$ cat config.mk
export PLATFORM = sky130hd
export DESIGN_NAME = cache_tag_ctrl
export DESIGN_NICKNAME = d
export VERILOG_FILES = /design/src/rtl/cache_tag_pkg.sv /design/src/rtl/tag_way_bank.sv /design/src/rtl/plru_tree.sv /design/src/rtl/free_way_pick.sv /design/src/rtl/cache_tag_ctrl.sv
export SDC_FILE = /design/constraint.sdc
export NUM_CORES = 1
export LEC_CHECK = 0
export ABC_AREA = 1
export ABC_CLOCK_PERIOD_IN_PS = 2200
export BUFFER_PORTS_ARGS = -buffer_cell sky130_fd_sc_hd__buf_2
export CAP_MARGIN = 30
export CELL_PAD_IN_SITES_DETAIL_PLACEMENT = 1
export CELL_PAD_IN_SITES_GLOBAL_PLACEMENT = 2
export CORE_MARGIN = 8
export CORE_UTILIZATION = 35
export CTS_CLUSTER_SIZE = 10
export DETAILED_ROUTE_END_ITERATION = 8
export PLACE_DENSITY_LB_ADDON = 0.1
export SYNTH_ARGS = -nofsm -noshare
export SYNTH_HDL_FRONTEND = slang
export SYNTH_SLANG_ARGS = --single-unit
export TNS_END_PERCENT = 5
$ cat constraint.sdc
create_clock -name clk_i -period 2.2 [get_ports clk_i]
set_input_delay 0.22 -clock clk_i [delete_from_list [all_inputs] [get_ports clk_i]]
set_output_delay 0.22 -clock clk_i [all_outputs]
set_load 0.01 [all_outputs]
$ cat src/rtl/cache_tag_pkg.sv
package cache_tag_pkg;
  typedef enum logic [1:0] {
    RSP_HIT    = 2'b00,
    RSP_FILL   = 2'b01,
    RSP_EVCLN  = 2'b10,
    RSP_EVDRT  = 2'b11
  } rsp_code_e;

  typedef enum logic [1:0] {
    ACC_RD   = 2'b00,
    ACC_WR   = 2'b01,
    ACC_AMO  = 2'b10,
    ACC_RSVD = 2'b11
  } acc_type_e;

  function automatic logic acc_is_store(logic [1:0] t);
    return (t == ACC_WR) || (t == ACC_AMO);
  endfunction
endpackage

$ cat src/rtl/tag_way_bank.sv
module tag_way_bank #(
  parameter int unsigned NUM_SETS = 16,
  parameter int unsigned SET_W    = 4,
  parameter int unsigned TAG_W    = 8
) (
  input  logic             clk_i,
  input  logic             rst_ni,
  input  logic [SET_W-1:0] rd_set_i,
  output logic [TAG_W-1:0] rd_tag_o,
  output logic             rd_valid_o,
  output logic             rd_dirty_o,
  input  logic             wr_en_i,
  input  logic [SET_W-1:0] wr_set_i,
  input  logic [TAG_W-1:0] wr_tag_i,
  input  logic             wr_dirty_i,
  input  logic             clr_valid_i,
  input  logic             clr_dirty_en_i,
  input  logic [SET_W-1:0] clr_dirty_set_i
);
  logic [TAG_W-1:0]    tag_q [NUM_SETS];
  logic [NUM_SETS-1:0] valid_q;
  logic [NUM_SETS-1:0] dirty_q;

  always_ff @(posedge clk_i or negedge rst_ni) begin
    if (!rst_ni) begin
      valid_q <= '0;
      dirty_q <= '0;
      for (int s = 0; s < NUM_SETS; s++) tag_q[s] <= '0;
    end else begin
      if (clr_valid_i)  valid_q <= '0;
      else if (wr_en_i) valid_q[wr_set_i] <= 1'b1;
      if (wr_en_i) begin
        dirty_q[wr_set_i] <= wr_dirty_i;
        tag_q[wr_set_i]   <= wr_tag_i;
      end else if (clr_dirty_en_i) begin
        dirty_q[clr_dirty_set_i] <= 1'b0;
      end
    end
  end

  assign rd_tag_o   = tag_q[rd_set_i];
  assign rd_valid_o = valid_q[rd_set_i];
  assign rd_dirty_o = dirty_q[rd_set_i];
endmodule

$ cat src/rtl/plru_tree.sv
module plru_tree #(
  parameter int unsigned NUM_SETS = 16,
  parameter int unsigned SET_W    = 4,
  parameter int unsigned NUM_WAYS = 4,
  parameter int unsigned WAY_W    = 2
) (
  input  logic             clk_i,
  input  logic             rst_ni,
  input  logic             clr_i,
  input  logic [SET_W-1:0] rd_set_i,
  output logic [WAY_W-1:0] victim_o,
  input  logic             upd_en_i,
  input  logic [SET_W-1:0] upd_set_i,
  input  logic [WAY_W-1:0] upd_way_i
);
  localparam int unsigned NODES = NUM_WAYS - 1;

  // heap order: node n (1-based) has children 2n and 2n+1, stored at index n-1
  logic [NODES-1:0] bits_q [NUM_SETS];
  logic [NODES-1:0] cur, nxt;
  logic [WAY_W:0]   vnode, unode;
  logic [WAY_W-1:0] vidx, uidx;
  logic             udir;

  assign cur = bits_q[rd_set_i];

  always_comb begin
    vnode = (WAY_W+1)'(1);
    vidx  = '0;
    for (int l = 0; l < WAY_W; l++) begin
      vidx  = vnode[WAY_W-1:0] - WAY_W'(1);
      vnode = {vnode[WAY_W-1:0], cur[vidx]};
    end
  end
  assign victim_o = vnode[WAY_W-1:0];

  always_comb begin
    nxt   = bits_q[upd_set_i];
    unode = (WAY_W+1)'(1);
    uidx  = '0;
    udir  = 1'b0;
    for (int l = 0; l < WAY_W; l++) begin
      udir      = upd_way_i[WAY_W-1-l];
      uidx      = unode[WAY_W-1:0] - WAY_W'(1);
      nxt[uidx] = ~udir;
      unode     = {unode[WAY_W-1:0], udir};
    end
  end

  always_ff @(posedge clk_i or negedge rst_ni) begin
    if (!rst_ni) begin
      for (int s = 0; s < NUM_SETS; s++) bits_q[s] <= '0;
    end else if (clr_i) begin
      for (int s = 0; s < NUM_SETS; s++) bits_q[s] <= '0;
    end else if (upd_en_i) begin
      bits_q[upd_set_i] <= nxt;
    end
  end
endmodule

$ cat src/rtl/free_way_pick.sv
module free_way_pick #(
  parameter int unsigned NUM_WAYS = 4,
  parameter int unsigned WAY_W    = 2
) (
  input  logic [NUM_WAYS-1:0] valid_i,
  output logic                any_free_o,
  output logic [WAY_W-1:0]    free_way_o
);
  always_comb begin
    any_free_o = 1'b0;
    free_way_o = '0;
    for (int w = NUM_WAYS - 1; w >= 0; w--) begin
      if (!valid_i[w]) begin
        any_free_o = 1'b1;
        free_way_o = WAY_W'(w);
      end
    end
  end
endmodule

$ cat src/rtl/cache_tag_ctrl.sv
module cache_tag_ctrl
  import cache_tag_pkg::*;
#(
  parameter int unsigned ADDR_W   = 16,
  parameter int unsigned OFFSET_W = 4,
  parameter int unsigned NUM_SETS = 16,
  parameter int unsigned NUM_WAYS = 4,
  localparam int unsigned SET_W   = $clog2(NUM_SETS),
  localparam int unsigned WAY_W   = $clog2(NUM_WAYS)
) (
  input  logic              clk_i,
  input  logic              rst_ni,
  input  logic              req_valid_i,
  output logic              req_ready_o,
  input  logic [ADDR_W-1:0] req_addr_i,
  input  logic [1:0]        req_type_i,
  input  logic              invalidate_i,
  input  logic              restart_i,
  input  logic              flush_i,
  output logic              flush_done_o,
  output logic              rsp_valid_o,
  output logic [1:0]        rsp_code_o,
  output logic [WAY_W-1:0]  rsp_way_o
);
  localparam int unsigned TAG_W = ADDR_W - SET_W - OFFSET_W;
  localparam logic [SET_W-1:0] LAST_SET = SET_W'(NUM_SETS - 1);

  logic [SET_W-1:0] set_idx;
  logic [TAG_W-1:0] req_tag;
  logic             acc;
  logic             store;

  logic [TAG_W-1:0]    rd_tag   [NUM_WAYS];
  logic [NUM_WAYS-1:0] rd_valid, rd_dirty, hit_vec, wr_en_vec;

  logic             hit, any_free;
  logic [WAY_W-1:0] hit_way, free_way, victim_way, sel_way;
  logic             wr_dirty;
  rsp_code_e        code;

  logic             flush_busy_q, flush_done_q;
  logic [SET_W-1:0] flush_set_q;

  logic             rsp_valid_q;
  logic [1:0]       rsp_code_q;
  logic [WAY_W-1:0] rsp_way_q;

  assign set_idx     = req_addr_i[OFFSET_W +: SET_W];
  assign req_tag     = req_addr_i[ADDR_W-1 -: TAG_W];
  assign req_ready_o = !flush_busy_q && !flush_i && !invalidate_i && !restart_i;
  assign acc         = req_valid_i && req_ready_o;
  assign store       = acc_is_store(req_type_i);

  for (genvar w = 0; w < NUM_WAYS; w++) begin : g_way
    tag_way_bank #(
      .NUM_SETS(NUM_SETS), .SET_W(SET_W), .TAG_W(TAG_W)
    ) u_bank (
      .clk_i          (clk_i),
      .rst_ni         (rst_ni),
      .rd_set_i       (set_idx),
      .rd_tag_o       (rd_tag[w]),
      .rd_valid_o     (rd_valid[w]),
      .rd_dirty_o     (rd_dirty[w]),
      .wr_en_i        (wr_en_vec[w]),
      .wr_set_i       (set_idx),
      .wr_tag_i       (req_tag),
      .wr_dirty_i     (wr_dirty),
      .clr_valid_i    (invalidate_i || restart_i),
      .clr_dirty_en_i (flush_busy_q),
      .clr_dirty_set_i(flush_set_q)
    );
    assign hit_vec[w]   = rd_valid[w] && (rd_tag[w] == req_tag);
    assign wr_en_vec[w] = acc && (sel_way == WAY_W'(w));
  end

  free_way_pick #(.NUM_WAYS(NUM_WAYS), .WAY_W(WAY_W)) u_free (
    .valid_i   (rd_valid),
    .any_free_o(any_free),
    .free_way_o(free_way)
  );

  plru_tree #(
    .NUM_SETS(NUM_SETS), .SET_W(SET_W), .NUM_WAYS(NUM_WAYS), .WAY_W(WAY_W)
  ) u_plru (
    .clk_i    (clk_i),
    .rst_ni   (rst_ni),
    .clr_i    (restart_i),
    .rd_set_i (set_idx),
    .victim_o (victim_way),
    .upd_en_i (acc),
    .upd_set_i(set_idx),
    .upd_way_i(sel_way)
  );

  always_comb begin
    hit     = |hit_vec;
    hit_way = '0;
    for (int w = 0; w < NUM_WAYS; w++)
      if (hit_vec[w]) hit_way = WAY_W'(w);
  end

  always_comb begin
    if (hit) begin
      sel_way  = hit_way;
      code     = RSP_HIT;
      wr_dirty = rd_dirty[hit_way] | store;
    end else if (any_free) begin
      sel_way  = free_way;
      code     = RSP_FILL;
      wr_dirty = store;
    end else begin
      sel_way  = victim_way;
      code     = rd_dirty[victim_way] ? RSP_EVDRT : RSP_EVCLN;
      wr_dirty = store;
    end
  end

  // flush walker: one set per cycle
  always_ff @(posedge clk_i or negedge rst_ni) begin
    if (!rst_ni) begin
      flush_busy_q <= 1'b0;
      flush_set_q  <= '0;
      flush_done_q <= 1'b0;
    end else begin
      flush_done_q <= 1'b0;
      if (flush_busy_q) begin
        if (flush_set_q == LAST_SET) begin
          flush_busy_q <= 1'b0;
          flush_done_q <= 1'b1;
        end
        flush_set_q <= flush_set_q + SET_W'(1);
      end else if (flush_i) begin
        flush_busy_q <= 1'b1;
        flush_set_q  <= '0;
      end
    end
  end

  always_ff @(posedge clk_i or negedge rst_ni) begin
    if (!rst_ni) begin
      rsp_valid_q <= 1'b0;
      rsp_code_q  <= '0;
      rsp_way_q   <= '0;
    end else begin
      rsp_valid_q <= acc;
      if (acc) begin
        rsp_code_q <= code;
        rsp_way_q  <= sel_way;
      end
    end
  end

  assign rsp_valid_o  = rsp_valid_q;
  assign rsp_code_o   = rsp_code_q;
  assign rsp_way_o    = rsp_way_q;
  assign flush_done_o = flush_done_q;
endmodule

* Word-level counts from Yosys, hierarchy flattened
Cells that the tools add are included.
Storage, ports and cells: register bits after elaboration 699, input bits 24, output and inout bits 7, logic and storage cells 264
Operators by class: add/subtract/negate cells 3, order comparisons 11, eq/ne operators 10, muxes and demuxes 99, bitwise logic cells 13, reductions and logical operators 34
Operator list (count):
- $bwmux 128 | 4
- $mux 16 | 16
- $bmux 8 s4 | 4
- $mux 48 | 2
- $mux 8 | 9
- $and 16x16->16 | 4
- $bwmux 16 | 4
- $or 16x16->16 | 4
- $bwmux 48 | 1
- $bmux 1 s4 | 8
- $demux 8 s4 | 1
- $eq 8x8->1 | 4
- $mux 1 | 26
- $mux 2 | 10
- $reduce_bool 2->1 | 10
- $logic_and 1x1->1 | 16
- $not 16->16 | 1
- $bmux 3 s4 | 1
- $demux 3 s4 | 1
- $lt 2x3->1 const B | 4
- $lt 4x5->1 const B | 2
- $mux 3 | 3
- $demux 1 s4 | 2
- $ge 4x1->1 const B | 2
- other kinds (19) | 31

* Longest topological paths before layout
word-level depth 19, depth in mapped cells 25, mapped depth without buffers 23

* Cells and area by module
Synthesis repeated with hierarchy kept, for this count alone.
Unflattened totals: cell total of the unflattened synthesis 5067, area, all modules 36518.8 um2
Modules (own cells, without submodules):
- tag_way_bank at g_way[1].u_bank ... | times used 2, cells each 1091, area each 8013.9 um2, seq. area each 4003.8 um2
- tag_way_bank at g_way[0].u_bank | times used 1, cells each 1090, area each 8081.5 um2, seq. area each 4003.8 um2
- tag_way_bank at g_way[3].u_bank | times used 1, cells each 1088, area each 8080.2 um2, seq. area each 4003.8 um2
- plru_tree | times used 1, cells each 466, area each 3017.9 um2, seq. area each 1201.2 um2
- cache_tag_ctrl | times used 1, cells each 232, area each 1275.0 um2, seq. area each 275.3 um2
- free_way_pick | times used 1, cells each 9, area each 36.3 um2, seq. area each 0.0 um2

* Worst setup path before layout
Ideal clock, no wire load.
path type input-to-reg, start input req_addr_i[4], end register g_way[2].u_bank.dirty_q[9], data arrival time 2.560 ns, setup slack -0.478 ns, stages on the path 23, buffers on the path 5, cell sequence buf_6 -> buf_6 -> buf_4 -> nand2_1 -> nand2_1 -> nand2_1 -> nand2_1 -> nand2_1 -> nand2_1 -> nor2_1 -> nor2_1 -> nor2_1 -> nand2_1 -> nor2_1 -> nand3_1 -> a21oi_1 -> nand3_2 -> nor2_4 -> buf_6 -> nand2_4 -> buf_2 -> nand3_1 -> nand2_1
Between the ends: longest elaborated chain between the ends 15, elaborated cells between the ends (all ways) 71, classes of those cells 1 x add/sub; 2 x order compare; 5 x eq/ne; 53 x mux; 2 x bitwise; 8 x reduce/logical
RTL lines:
- start: declaration | RTL line cache_tag_ctrl.sv:15 | input logic [ADDR_W-1:0] req_addr_i,
- $not 4->5 (not written as such) | RTL line tag_way_bank.sv:41, plru_tree.sv:25
- $bmux 8 s4 | RTL line tag_way_bank.sv:41 | assign rd_tag_o = tag_q[rd_set_i];
- $mux 8 (not written as such) (2 in series) | RTL line tag_way_bank.sv:41
- $eq 8x8->1 | RTL line cache_tag_ctrl.sv:72 | assign hit_vec[w] = rd_valid[w] && (rd_tag[w] == req_tag);
- $logic_and 1x1->1 | RTL line cache_tag_ctrl.sv:72
- $mux 1 | RTL line cache_tag_ctrl.sv:99 | if (hit_vec[w]) hit_way = WAY_W'(w);
- $mux 2 (2 in series) | RTL line cache_tag_ctrl.sv:99
- $bmux 1 s2 | RTL line cache_tag_ctrl.sv:106 | wr_dirty = rd_dirty[hit_way] | store;
- $mux 1 (not written as such) | RTL line cache_tag_ctrl.sv:106
- $or 1x1->1 | RTL line cache_tag_ctrl.sv:106
- $mux 1 | RTL line cache_tag_ctrl.sv:103 | if (hit) begin
- $bwmux 16 | RTL line tag_way_bank.sv:33 | dirty_q[wr_set_i] <= wr_dirty_i;
- $mux 16 | RTL line tag_way_bank.sv:32 | if (wr_en_i) begin
- end signal: indexed assignment | RTL line tag_way_bank.sv:33
- end: declaration | RTL line tag_way_bank.sv:22 | logic [NUM_SETS-1:0] dirty_q;
Parallel ways exist; a longest one is shown, timed or not. The select of a mux whose other input is x is not followed. A chain may end at the register's enable or synchronous reset.

* Final worst setup path
start register g_way[2].u_bank.tag_q[7] (netlist name), end register g_way[2].u_bank.tag_q[39] (netlist name)
Between the ends: longest elaborated chain between the ends 10, elaborated cells between the ends (all ways) 11, classes of those cells 2 x eq/ne; 6 x mux; 3 x reduce/logical
RTL lines:
- start: declaration | RTL line tag_way_bank.sv:20 | logic [TAG_W-1:0] tag_q [NUM_SETS];
- start signal: indexed assignment | RTL line tag_way_bank.sv:34 | tag_q[wr_set_i] <= wr_tag_i;
- $bmux 8 s4 * | RTL line tag_way_bank.sv:41
- $mux 8 (not written as such) * (2 in series) | RTL line tag_way_bank.sv:41
- $eq 8x8->1 * | RTL line cache_tag_ctrl.sv:72
- $logic_and 1x1->1 * | RTL line cache_tag_ctrl.sv:72
- $mux 2 (2 in series) | RTL line cache_tag_ctrl.sv:99
- $mux 2 * | RTL line cache_tag_ctrl.sv:103
- $eq 2x2->1 * | RTL line cache_tag_ctrl.sv:73 | assign wr_en_vec[w] = acc && (sel_way == WAY_W'(w));
- $logic_and 1x1->1 * | RTL line cache_tag_ctrl.sv:73
Mark *: on every way between the ends. The rest lies on a longest branch, timed or not. The select of a mux whose other input is x is not followed.

==> metrics.txt <==
Post-Synthesis Cells 4350; total via count after detailed routing between 30000 and 40000; result of the run finished with violations; Max Slew Vio Count 0; maximum number of pins on one net before global-route repair 77; clock latency reported for the late side of the worst-skew pair 0.67 ns; Port Buf Inserts 26; share of the clock period used by the worst path 134%; proportion of netlist area held by the largest area contributor 52.3%; area delta synth->final 32.2%; Max-Slew Margin vs Limit between 30% and 40%; leakage component of the power 0.0216 µW; width of the chip between 300 and 400 µm; Synth area leader sky130_fd_sc_hd__dfrtp_1; Num CTS Buffers between 80 and 90; number of antenna violations at the first check in global routing 0; final-layout setup total negative slack -409.10 ns; net switching fraction of the power between 20% and 30%; slack of the worst reg-to-reg path -0.76 ns; final worst slack -0.756 ns; number of routed nets with antenna violations 0; crit end category flip-flop; largest cells by area after synthesis sky130_fd_sc_hd__dfrtp_1 52%, sky130_fd_sc_hd__nand2_1 22%, sky130_fd_sc_hd__o21ai_1 4.6%; count of different cell masters after synthesis 35; final routed wire length divided by cell count 22.8 µm; clock slew at reported path FFs about 0.060 ns; highest fanout seen on the critical path 6; Hold WC Path Type primary input to flip-flop; first-pass GRT wire length around 210000 µm; sequential-to-total area share from yosys stat between 50% and 60%; core area 94900 µm²; Synth Warn # 0; count of cells along the worst register-to-register path 23; portion of total power attributed to the clock network a little under half; net switching component of the power 8160 µW; fraction of power consumed by combinational cells 10.4%; antenna cell count 0; Sinks on Clock Net 699; number of levels the H-tree was split into 3; dominant register cell in the synthesized netlist sky130_fd_sc_hd__dfrtp_1; instance count along the most critical hold path 4; final hold vios 0; root buffer cell sky130_fd_sc_hd__clkbuf_16; via count of the first global-routing pass approximately 33000; initial DRC count between 2000 and 2500; Post-synth EDFFs 0; mean instance size in the synthesized netlist around 7.7 µm²; crit start category flip-flop; total wirelength of the detailed-routed design 140000 µm; Post-Place Cell Area just under 40000 µm²; total congestion overflow 0; Filler Cells Inserted approximately 11000; flops & latches, synth 699; Via density slightly above 5; placer's final routability congestion estimate 0.864; Row Count around 110; placement-stage worst setup slack -1.73 ns; Max-Cap Viols 0; TritonCTS clock tree done; drt pass-1 iters 5; post-synthesis net count 4378; drt drc 0; Pwr Density between 600 and 700 nW/µm²; violations in the final reports setup timing; RSZ-0062 raised after global routing true; Critical Path RT 2.71 ns; sequential fraction of design power around 44%; maximum clock frequency around 340 MHz; synthesized area approximately 33000 µm²; endpoint arrival time on the critical path around 3.5 ns; post-detail-place hpwl approximately 92000 µm; deepest clock path buffer count 3; Die Y-Extent between 300 and 400 µm; Starting Density about a third; kind of critical path flip-flop to flip-flop; summed area of non-filler cells in the final layout around 44000 µm²; overall power consumption just over 30000 µW; all-layer global routing usage 25.5%; Power Internal 22300 µW; Final Net Count between 4000 and 5000; clock tree skew after final layout roughly 0.028 ns; post-layout minimum cycle time 2.96 ns; final setup violation count 692; slew at the pin closest to its max-slew limit 1.01 ns; worst voltage drop across the vdd grid ~0.5 mV; fraction of layout cells with a size suffix above 1 22.0%; I/O pin total 31; Total Die Area 106000 µm²; async set-reset flop share out of synthesis 100%
## synth_stat cells (all sizes together), types with 2 or more instances
cell type and number:
a21oi 84, a22oi 38, buf 139, clkbuf 131, clkinv 2, dfrtp 699
ha 4, inv 195, nand2 1991, nand3 187, nand4 38, nor2 151
nor3 10, o21a 4, o21ai 590, o22ai 82
## worst paths after layout
kind                                                       start                                     to
max reg2reg                 g_way[2].u_bank.tag_q[7]$_DFFE_PN0P_  g_way[2].u_bank.tag_q[39]$_DFFE_PN0P_
min in group asynchronous                                 rst_ni  g_way[0].u_bank.tag_q[74]$_DFFE_PN0P_
min reg2reg                g_way[2].u_bank.tag_q[85]$_DFFE_PN0P_  g_way[2].u_bank.tag_q[85]$_DFFE_PN0P_
min                                                req_addr_i[8]  g_way[1].u_bank.tag_q[48]$_DFFE_PN0P_
max                         g_way[2].u_bank.tag_q[7]$_DFFE_PN0P_  g_way[2].u_bank.tag_q[39]$_DFFE_PN0P_
max in group asynchronous                                 rst_ni   g_way[1].u_bank.tag_q[2]$_DFFE_PN0P_
## cell usage in the layout, fill, tap and decap left out, types with 39 or more instances in the layout
cell type	count
sky130_fd_sc_hd__inv_1	172
sky130_fd_sc_hd__o21ai_1	326
sky130_fd_sc_hd__o21ai_0	223
sky130_fd_sc_hd__dfrtp_1	699
sky130_fd_sc_hd__nand2_2	98
sky130_fd_sc_hd__o22ai_1	82
sky130_fd_sc_hd__o21ai_2	39
sky130_fd_sc_hd__buf_4	457
sky130_fd_sc_hd__clkbuf_16	96
sky130_fd_sc_hd__nor2_1	114
sky130_fd_sc_hd__a21oi_1	56
sky130_fd_sc_hd__nand2_1	1842
sky130_fd_sc_hd__nand3_1	158
sky130_fd_sc_hd__buf_12	107
## routing by layer
metal | GRT usage (%) | vias up | share of wire, %
met4 | 7.51 | 0 | 3.1
met3 | 3.07 | 232 | 3.3
met1 | 35.4 | 16100 | 47
met2 | 41.7 | 568 | 47
met5 | 0 | - | 0
li1 | - | 14900 | -
## state kept, by name, indices dropped and copies added, names as in the netlist
signal	flops
flush_busy_q	1
g_way.u_bank.dirty_q	64
rsp_valid_o	1
g_way.u_bank.tag_q	512
flush_set_q	4
rsp_code_o	2
rsp_way_o	2
u_plru.bits_q	48
flush_done_o	1
g_way.u_bank.valid_q	64
## layout make-up
| class | instances | area, µm² | area share, % |
|---|---|---|---|
| clock buffer | 132 | 2560 | 5.78 |
| clock inverter | 9 | 146 | 0.331 |
| inverter | 197 | 773 | 1.75 |
| multi-input combinational | 3196 | 15300 | 34.6 |
| sequential | 699 | 17500 | 39.5 |
| tap | 1265 | 1580 | 3.58 |
| timing repair buffer | 624 | 6370 | 14.4 |
## power by group through the flow
stage,clock [µW],sequential (µW),combinational (µW)
after detailed placement,0,13500,3020
final,14000,13300,3170
after CTS,14300,13200,3100
after global routing,14700,13300,3380
after global placement,0,13500,2980
after floorplan,0,13400,1260
## what timing repair did
action / 4_1_cts / 5_1_grt
hold buffers: 2 / 0
pin swaps: 21 / 42
resized for setup: 186 / 189
setup endpoints to repair: 692 / 692
endpoints found under the hold margin: 319 / 0
buffers inserted: 16 / 10
gates cloned: 12 / 16
## per-stage QoR
stage | hold WS, ns | util, % | instances
CTS | 0.00816 | 45.6 | 6097
global placement | 0.179 | 41.6 | 5927
global route | 0.0566 | 46.6 | 6122
detailed placement | 0.180 | 41.6 | 5927
finish | 0.0398 | 46.6 | 6122
floorplan | -0.0756 | - | 4350
## kinds of logic (layout without fill, tap and decap cells)
family	count (synthesis)	count (layout)	synth area share [%]
and+or+nand+nor	2380	2392	28.8
xor gates and xnor gates	1	1	0.0262
DFF	699	699	52.3
buffers and inverters	467	962	6.18
adders and majority gates	4	4	0.150
AOI/OAI and AO/OA	799	799	12.6
## worst max-delay path: stages (launching register included)
cell,delay [ns]
sky130_fd_sc_hd__dfrtp_1,0.38
sky130_fd_sc_hd__nand2_1,0.08
sky130_fd_sc_hd__nand2_1,0.06
sky130_fd_sc_hd__nand2_1,0.06
sky130_fd_sc_hd__nand2_1,0.09
sky130_fd_sc_hd__nand2_2,0.11
sky130_fd_sc_hd__nand2_2,0.08
sky130_fd_sc_hd__nor2_4,0.14
sky130_fd_sc_hd__nor2_2,0.05
sky130_fd_sc_hd__buf_4,0.13
sky130_fd_sc_hd__nor2_2,0.08
sky130_fd_sc_hd__nand3_1,0.09
sky130_fd_sc_hd__nor2_2,0.15
sky130_fd_sc_hd__buf_6,0.15
sky130_fd_sc_hd__nor2_4,0.06
sky130_fd_sc_hd__nand3_4,0.12
sky130_fd_sc_hd__nand3_4,0.12
sky130_fd_sc_hd__nor2_4,0.16
sky130_fd_sc_hd__buf_12,0.14
sky130_fd_sc_hd__buf_12,0.16
sky130_fd_sc_hd__nand2_8,0.10
sky130_fd_sc_hd__buf_12,0.17
sky130_fd_sc_hd__nand2_1,0.05
sky130_fd_sc_hd__o21ai_1,0.06
(Power assumes the default switching activity.)
